$ cat config.mk
export PLATFORM = sky130hd
export DESIGN_NAME = samp_reg
export DESIGN_NICKNAME = d
export VERILOG_FILES = /design/src/rtl/samp_pkg.sv /design/src/rtl/samp_slot.sv /design/src/rtl/samp_steer.sv /design/src/rtl/samp_reg.sv
export SDC_FILE = /design/constraint.sdc
export NUM_CORES = 1
export LEC_CHECK = 0
export ABC_CLOCK_PERIOD_IN_PS = 1100
export BUFFER_PORTS_ARGS = -buffer_cell sky130_fd_sc_hd__buf_4
export CORE_AREA = 2 2 39 41
export DETAILED_ROUTE_END_ITERATION = 10
export DIE_AREA = 0 0 41 43
export GPL_TIMING_DRIVEN = 0
export MAX_ROUTING_LAYER = met4
export PLACE_DENSITY_LB_ADDON = 0.12
export SLEW_MARGIN = 40
export SYNTH_ARGS = -nofsm -noshare
export SYNTH_HDL_FRONTEND = slang
export SYNTH_HIERARCHICAL = 1
export SYNTH_SLANG_ARGS = --single-unit
export TNS_END_PERCENT = 100
$ cat constraint.sdc
create_clock -name clk -period 1.1 [get_ports clk]
set_input_delay 0.055 -clock clk [delete_from_list [all_inputs] [get_ports clk]]
set_output_delay 0.055 -clock clk [all_outputs]
set_load 0.01 [all_outputs]
$ cat src/rtl/samp_pkg.sv
package samp_pkg;
   localparam int SAMP_LAT_MAX = 1;

   // valid bit kept in the slot after a cycle where a value may have been taken
   function automatic logic samp_keep(input logic replay, input logic taken);
      return replay | ~taken;
   endfunction
endpackage

$ cat src/rtl/samp_slot.sv
module samp_slot #(
   parameter int                DATA_W   = 8,
   parameter bit                HAS_INIT = 1'b0,
   parameter logic [DATA_W-1:0] INIT_VAL = '0
) (
   input  logic              clk,
   input  logic              rst,
   input  logic              wr_en,
   input  logic              wr_valid,
   input  logic [DATA_W-1:0] wr_data,
   output logic              q_valid,
   output logic [DATA_W-1:0] q_data
);
   localparam logic RST_VALID = HAS_INIT;

   always_ff @(posedge clk) begin
      if (rst) begin
         q_valid <= RST_VALID;
         q_data  <= INIT_VAL;
      end else if (wr_en) begin
         q_valid <= wr_valid;
         q_data  <= wr_data;
      end
   end

   // the slot leaves reset in the configured state
   assert_rstval_R1: assert property (@(posedge clk)
      rst |=> (q_valid == RST_VALID) && (q_data == INIT_VAL || !rst && $past(rst) == 1'b0));
endmodule

$ cat src/rtl/samp_steer.sv
module samp_steer
   import samp_pkg::*;
#(
   parameter int DATA_W  = 8,
   parameter int LATENCY = 1,
   parameter bit REPLAY  = 1'b0
) (
   input  logic              in_valid,
   input  logic [DATA_W-1:0] in_data,
   input  logic              out_ready,
   input  logic              q_valid,
   input  logic [DATA_W-1:0] q_data,
   output logic              out_valid,
   output logic [DATA_W-1:0] out_data,
   output logic              wr_en,
   output logic              wr_valid,
   output logic [DATA_W-1:0] wr_data
);
   logic taken;

   if (LATENCY < 0 || LATENCY > SAMP_LAT_MAX) begin : g_bad_latency
      $error("samp_steer: LATENCY must be 0 or 1");
   end

   if (LATENCY == 0) begin : g_bypass
      always_comb begin
         out_valid = q_valid | in_valid;
         out_data  = in_valid ? in_data : q_data;
         taken     = out_valid & out_ready;
         wr_en     = in_valid | taken;
         wr_valid  = out_valid & samp_keep(REPLAY, taken);
         wr_data   = out_data;
      end
   end else begin : g_registered
      always_comb begin
         out_valid = q_valid;
         out_data  = q_data;
         taken     = out_valid & out_ready;
         wr_en     = in_valid | taken;
         wr_valid  = in_valid | samp_keep(REPLAY, taken);
         wr_data   = in_valid ? in_data : q_data;
      end
   end
endmodule

$ cat src/rtl/samp_reg.sv
module samp_reg #(
   parameter int                DATA_W   = 8,
   parameter int                LATENCY  = 1,
   parameter bit                REPLAY   = 1'b0,
   parameter bit                HAS_INIT = 1'b0,
   parameter logic [DATA_W-1:0] INIT_VAL = '0
) (
   input  logic              clk,
   input  logic              rst,
   input  logic              in_valid,
   input  logic [DATA_W-1:0] in_data,
   output logic              in_ready,
   output logic              out_valid,
   output logic [DATA_W-1:0] out_data,
   input  logic              out_ready
);
   if (DATA_W < 1) begin : g_bad_width
      $error("samp_reg: DATA_W must be at least 1");
   end

   logic              q_valid, wr_en, wr_valid;
   logic [DATA_W-1:0] q_data, wr_data;

   assign in_ready = 1'b1;

   samp_steer #(.DATA_W(DATA_W), .LATENCY(LATENCY), .REPLAY(REPLAY)) u_steer (
      .in_valid (in_valid),
      .in_data  (in_data),
      .out_ready(out_ready),
      .q_valid  (q_valid),
      .q_data   (q_data),
      .out_valid(out_valid),
      .out_data (out_data),
      .wr_en    (wr_en),
      .wr_valid (wr_valid),
      .wr_data  (wr_data)
   );

   samp_slot #(.DATA_W(DATA_W), .HAS_INIT(HAS_INIT), .INIT_VAL(INIT_VAL)) u_slot (
      .clk     (clk),
      .rst     (rst),
      .wr_en   (wr_en),
      .wr_valid(wr_valid),
      .wr_data (wr_data),
      .q_valid (q_valid),
      .q_data  (q_data)
   );

   // every valid input lands in the slot
   assert_capture_R5: assert property (@(posedge clk) disable iff (rst)
      in_valid |=> q_data == $past(in_data));

   if (LATENCY == 1) begin : g_chk_reg
      // a registered output only becomes valid after an input
      assert_late_R3: assert property (@(posedge clk) disable iff (rst)
         $rose(out_valid) |-> $past(in_valid));
      // the output in the next cycle equals the captured input
      assert_next_R9: assert property (@(posedge clk) disable iff (rst)
         in_valid |=> out_valid && out_data == $past(in_data));
      if (!REPLAY) begin : g_chk_load

         assert_takeload_R8: assert property (@(posedge clk) disable iff (rst)
            in_valid && out_valid && out_ready |=> out_valid);
      end
   end else begin : g_chk_byp
      // bypass presents the input in the same cycle
      assert_bypass_R4: assert property (@(posedge clk) disable iff (rst)
         in_valid |-> out_valid && out_data == in_data);
   end

   if (REPLAY) begin : g_chk_replay

      assert_replay_R6: assert property (@(posedge clk) disable iff (rst)
         out_valid && out_ready |=> out_valid);
   end else begin : g_chk_drop

      assert_drop_R7: assert property (@(posedge clk) disable iff (rst)
         !in_valid && out_valid && out_ready |=> !q_valid);
   end
endmodule

### Yosys cells after proc, flatten, opt, wreduce, memory -nomap -nowiden

Cells that the tools add are included.
Widths: inputs -> output; s select.

* output and inout port bits: 10
* bits in registers: 9
* input bits: 12
* logic and storage cells: 7

* bitwise gates (word level): 4
* reductions and logical operators: 1

Operators by type and width (count)
* $or 1x1->1: 2
* $reduce_and 2->1: 1
* $and 1x1->1: 1
* $not 1->1: 1

### Logic depth before layout (Yosys ltp)

Gate-level depths: netlist of the first run.

* depth in word-level cells: 3
* mapped depth: 5
* mapped depth without buffers: 3

### Hierarchy

The synthesis of the first run kept the hierarchy.

By module, submodules not included
* samp_slot: instances 1, seq. area each 180.2 um^2, area an instance 319.1 um^2, cells each 29
* samp_steer: instances 1, seq. area each 0.0 um^2, area an instance 215.2 um^2, cells each 20
* samp_reg: instances 1, seq. area each 0.0 um^2, area an instance 11.3 um^2, cells each 2

### Worst setup path after synthesis of the first run

OpenSTA, ideal clock, no wires.

* path type: register to register
* from: reg u_slot.q_valid
* to: reg u_slot.q_data[0]
* slack: 145 ps
* arrival: 829 ps
* cell stages (with the launch flop): 5
* path buffers: 1
* clock period less this slack: 955 ps
* setup time: 126 ps
* required time: 974 ps
* path through: dfxtp_1 > a21o_2 > buf_6 > mux2i_1 > nor2_1

* longest elaborated chain between the ends: 3

Ends and longest elaborated chain
* start, declared: line samp_slot.sv:11 `output logic q_valid,`
* start signal, assigned: line samp_slot.sv:21 `q_valid <= wr_valid;`
* $and 1x1->1: line samp_steer.sv:38 `taken = out_valid & out_ready;`
* $or 1x1->1: line samp_steer.sv:39 `wr_en = in_valid | taken;`
* named net wr_en: line samp_reg.sv:21 `logic q_valid, wr_en, wr_valid;`
* $reduce_and 2->1 (no line)
* end signal, assigned: line samp_slot.sv:22 `q_data <= wr_data;`
* end, declared: line samp_slot.sv:12 `output logic [DATA_W-1:0] q_data`

The timed path passes the listed nets, and every way through them passes these cells.
A chain may end at the register's enable or synchronous reset.

### Worst setup path after layout of the first run

* from: reg u_slot.q_valid
* to: reg u_slot.q_data[7]

Same word-level chain as after synthesis.

==> metrics, run 1 <==
status complete, no violations; clock share of power 29.6%; RSZ-0062 raised after global routing no; Reg area 181.4 µm²; Avg Synthesized Cell Area 10.70 µm²; Clk pin slew, worst setup/hold paths 0.06 ns; # resized after CTS 0; Hold Path Class primary input to register; Commonest cells post-synth buf_4, dfxtp_1, mux2i_1, nor2_1, mux2_4; first-pass GRT wire length 1.324 mm; die span in y 43 µm; cts hold-fix bufs 0; setup bufs post-CTS 0; Global Route Usage Sum 10.87%; Die Area 1763 µm²; Rows 14; data required time of the critical path 1.23 ns; Worst EP arrival 1.15 ns; GP Congestion 0.6605; Tmin final 1.026 ns; PnR Total Power 0.8268 mW; Via density 4.247; max-cap check violation count 0; TNS Setup 0 ns; Gate power share 26.3%; DR pass1 iterations 2; most frequent cell after synthesis buf_4; Pwr Density 1135 nW/µm²; Slowest-stage cell, CP dfxtp_2; Seq pwr share 44.1%; ratio of final minimum period to clock period 93.26%; Area Growth Syn to Fin 33.49%; Yosys top cell area share 33.03%; critical path fanouts, max 9; CP Cell Sequence a21o_2 > buf_6 > mux2i_1 > nor2_1; Area contributors post-synth dfxtp_1, mux2_4, mux2i_1, buf_4, nor2_1; gr ovfl total 0; Max VDD drop 0.6136 mV; chip width 41 µm; dominant cell type by area after synthesis dfxtp_1; Hold Slack 0.1568 ns; Port Buffer Count 18; Gate Count Post-Synth 51; core outline area 1384 µm²; LEAKAGE 0.3951 nW; Cell Area, Synth 545.5 µm²; top achievable clock speed 974.8 MHz; htree depth 1; CTS sink cnt 9; remaining antenna violation count 0; Cell variety after synth 10; P_int 0.6313 mW; clk buf depth 2; Detailed Place HPWL 620.1 µm; CP endpoint kind register; Avg WL per Cell 9.180 µm; Slew Viols, Final 0; sw frac 23.64%; Skew-Pair Late Insertion Delay 0.25 ns; Multi-input gate area 264.0 µm²; antenna diode count 0; P_sw 0.1955 mW; Worst Skew 0.002919 ns; largest net degree at the start of global routing 11; drt initial violations 4; vias in the first global route 315; Post-synth ARST share 0%; register area share after synthesis 33.03%; Synth Register Bits 9; Primary FF master, synth dfxtp_1; Synth Net Count 63; Cell Area, Placed 700.7 µm²; design area 728.2 µm²; Fin. Hold Viols 0; CTS tree done; Setup-failing EPs final 0; slowest stage delay, CP 0.33 ns; critical path class register to register; via count 378; initial antenna violation count 0; Starting Density 39.42%; Startpoint Class register; DRC 0; root buf cell clkbuf_4; number of CTS-inserted buffers 3; layout cell share with drive strength beyond 1 58.90%; IO Pins 22; number of flops mapped to enable cells by yosys 0; count of nets after finishing 86; fill cell count 138; final core occ 52.62%; Routed Wire Length 817 µm; Yosys warnings 6
kinds of logic after synthesis:
group | Yosys count | share of synthesized area, %
mux | 17 | 38.53
flops | 9 | 33.03
simple gates | 10 | 7.569
buf+inv | 13 | 18.58
compound gates | 1 | 1.606
other cells | 1 | 0.6874
flip-flops by register name, summed over array words and instances (netlist names):
name / count
u_slot/q_valid: 1
u_slot/q_data: 8
path summary, 6_finish.rpt:
check	startpoint	to	slack [ns]	depth (start not counted)
setup reg to reg	u_slot/q_valid	u_slot/q_data[7]	0.07	4
hold reg to reg	u_slot/q_valid	u_slot/q_valid	0.52	2
setup / recovery	u_slot/q_valid	u_slot/q_data[7]	0.07	4
hold / removal	out_ready	u_slot/q_valid	0.16	4
cell usage in the layout, fill, tap and decap left out:
| master | count |
|---|---|
| clkbuf_4 | 3 |
| buf_4 | 28 |
| nor2_1 | 9 |
| nand3b_1 | 1 |
| buf_1 | 1 |
| clkbuf_1 | 1 |
| a21o_2 | 1 |
| conb_1 | 1 |
| buf_6 | 2 |
| dfxtp_1 | 8 |
| mux2i_1 | 9 |
| dfxtp_2 | 1 |
| mux2_4 | 8 |
per-stage QoR:
stage | setup slack (ns) | instances
2_1_floorplan | 0.1449 | 51
3_3_place_gp | 0.06321 | 85
3_5_place_dp | 0.05081 | 85
4_1_cts | 0.03721 | 89
5_1_grt | 0.02497 | 89
6_report | 0.07417 | 89
area by class of cell:
type | instances | share of cell area (%)
Buffer | 13 | 13.92
Timing Repair Buffer | 18 | 18.56
Sequential cell | 9 | 24.91
Tap cell | 16 | 2.749
Clock buffer | 4 | 3.608
Multi-Input combinational cell | 29 | 36.25
worst max-delay path: cells and delay by family (launching register included):
kind,cells,cell delay (ns)
flops,1,0.33
compound gates,1,0.21
mux,1,0.16
buf+inv,1,0.15
simple gates,1,0.05
per-layer routing:
| metal | wire, µm | share of wire [%] | vias up | global-route usage (%) |
|---|---|---|---|---|
| met2 | 358 | 44 | 14 | 15.63 |
| met3 | 65 | 8.0 | 2 | 1.571 |
| li1 | - | - | 202 | - |
| met1 | 388 | 47 | 160 | 15.08 |
| met5 | 0 | 0 | - | - |
| met4 | 4 | 0.49 | 0 | 4.000 |
power groups by stage:
stage | logic [mW] | clock network, mW | registers [mW]
detailed placement | 0.219 | 0 | 0.372
global placement | 0.218 | 0 | 0.371
floorplan | 0.152 | 0 | 0.368
finish | 0.217 | 0.245 | 0.365
CTS | 0.220 | 0.256 | 0.364
global route | 0.234 | 0.284 | 0.367
(Power assumes the default switching activity.)
==> run 2, diff against run 1 <==
GPL_TIMING_DRIVEN = not set   (was 0)
MAX_ROUTING_LAYER = not set   (was met4)
==> run 2 against run 1 <==
Compared with the run above: clock skew fell by 0.0021 ns; sequential power barely moved; combinational power fell by 15%; via count fell by 5.8%; critical endpoint is now u_slot/q_valid; largest power group unchanged.
==> metrics, run 2 (synthesized netlist as in run 1, its figures left out) <==
status complete, no violations; Reg2Reg Setup Slack 0.11 ns; chip width 41 µm; P_sw 0.1902 mW; Tmin final 0.9858 ns; Die Area 1763 µm²; reg2reg start u_slot/q_valid; Clk pin slew, worst setup/hold paths 0.06 ns; root buf cell clkbuf_4; critical path class register to register; Worst Skew 0.0008585 ns; Startpoint Class register; Slowest-stage cell, CP dfxtp_1; CP endpoint kind register; FF-to-FF path depth 3; largest net degree at the start of global routing 11; Port Buffer Count 20; count of nets after finishing 75; cts hold-fix bufs 0; Seq pwr share 46.1%; die span in y 43 µm; CTS tree done; initial antenna violation count 0; Worst EP arrival 1.13 ns; critical path fanouts, max 9; Setup-failing EPs final 0; first-pass GRT wire length 1.262 mm; DRC 0; max-cap check violation count 0; Skew-Pair Late Insertion Delay 0.25 ns; top achievable clock speed 1014 MHz; commonest non-fill, non-tap cell in the layout buf_4; setup bufs post-CTS 0; ratio of final minimum period to clock period 89.62%; antenna diode count 0; clk buf depth 2; data required time of the critical path 1.25 ns; clock share of power 30.7%; core outline area 1384 µm²; TNS Setup 0 ns; Starting Density 39.42%; Global Route Usage Sum 10.80%; vias in the first global route 302; # resized after CTS 0; Worst Hold Endpoint u_slot/q_data[1]; Pwr Density 1225 nW/µm²; remaining antenna violation count 0; CTS sink cnt 9; most frequent cells in the layout buf_4, mux2i_1, nor2_1, dfxtp_1, mux2_4; GP Congestion 0.6197; RSZ-0062 raised after global routing no; Reg2Reg Capture Point u_slot/q_valid; Fin. Hold Viols 0; sw frac 24.00%; Avg WL per Cell 11.05 µm; largest registers u_slot/q_data x8, u_slot/q_valid x1; Via density 4.564; Max VDD drop 0.6492 mV; CP Cell Sequence a21o_4 > mux2i_1 > nor2_1; htree depth 1; final core occ 46.75%; Slew Viols, Final 0; min-delay src rst; via count 356; DR pass1 iterations 2; IO Pins 22; layout cell share with drive strength beyond 1 51.61%; number of CTS-inserted buffers 3; drt initial violations 1; Routed Wire Length 862 µm; Gate power share 23.2%; gr ovfl total 0; Rows 14; P_int 0.6021 mW; Biggest register u_slot/q_data; slowest stage delay, CP 0.38 ns; Largest register FFs 8; Hold Path Class primary input to register; LEAKAGE 0.3404 nW; hold path depth 2; Area Growth Syn to Fin 18.58%
==> run 2: cell types whose count changed in the layout (fill, tap and decap cells not counted) <==
cell,previous run,this run
buf_4,28,20
dfxtp_1,8,9
dfxtp_2,1,0
a21o_2,1,0
buf_6,2,0
buf_1,1,0
a21o_4,0,1
==> run 2: cell type report <==
class	count	area, µm²
Fill cell	142	737.0
Multi-Input combinational cell	29	270.3
Sequential cell	9	180.2
Timing Repair Buffer	20	150.1
Clock buffer	4	26.28
Tap cell	16	20.02
==> run 2: metal layers <==
metal,GRT usage [%],share of wire [%],wire [µm]
met4,4.000,0,0
met2,14.69,45,388
met1,13.73,47,409
met5,0,0,0
met3,6.283,7.5,65
==> run 2: critical path: cells and delay by family (launching register included) <==
kind	cells	cell delay, ns
and+or+nand+nor	1	0.05
DFF	1	0.38
muxes	1	0.21
AOI/OAI and AO/OA	1	0.23
==> run 2: worst max-delay path by stage <==
stage          cells past startpoint                to  slack (ns)      startpoint
6_report                           3    u_slot/q_valid        0.11  u_slot/q_valid
5_1_grt                            3    u_slot/q_valid        0.05  u_slot/q_valid
4_1_cts                            3  u_slot/q_data[2]        0.04  u_slot/q_valid
3_5_place_dp                       3  u_slot/q_data[7]        0.05  u_slot/q_valid
3_3_place_gp                       3  u_slot/q_data[3]        0.06  u_slot/q_valid
2_1_floorplan                      4  u_slot/q_data[0]        0.14  u_slot/q_valid
==> run 2: per-stage QoR <==
| step | hold slack, ns | cell area (µm²) | std cells | power [mW] | setup slack, ns |
|---|---|---|---|---|---|
| after floorplan | 0.2703 | 545.5 | 51 | 0.5195 | 0.1449 |
| after global placement | 0.3038 | 614.3 | 74 | 0.5532 | 0.05807 |
| after detailed placement | 0.3115 | 614.3 | 74 | 0.5550 | 0.04883 |
| after CTS | 0.03583 | 640.6 | 78 | 0.8108 | 0.03591 |
| after global routing | 0.03134 | 646.9 | 78 | 0.8443 | 0.04636 |
| final | 0.04008 | 646.9 | 78 | 0.7922 | 0.1142 |
==> run 2: power groups by stage <==
stage	registers (mW)	clock network, mW	logic (mW)
after floorplan	0.368	0	0.152
after global placement	0.371	0	0.182
after detailed placement	0.372	0	0.183
after CTS	0.365	0.262	0.184
after global routing	0.368	0.279	0.197
final	0.365	0.243	0.184
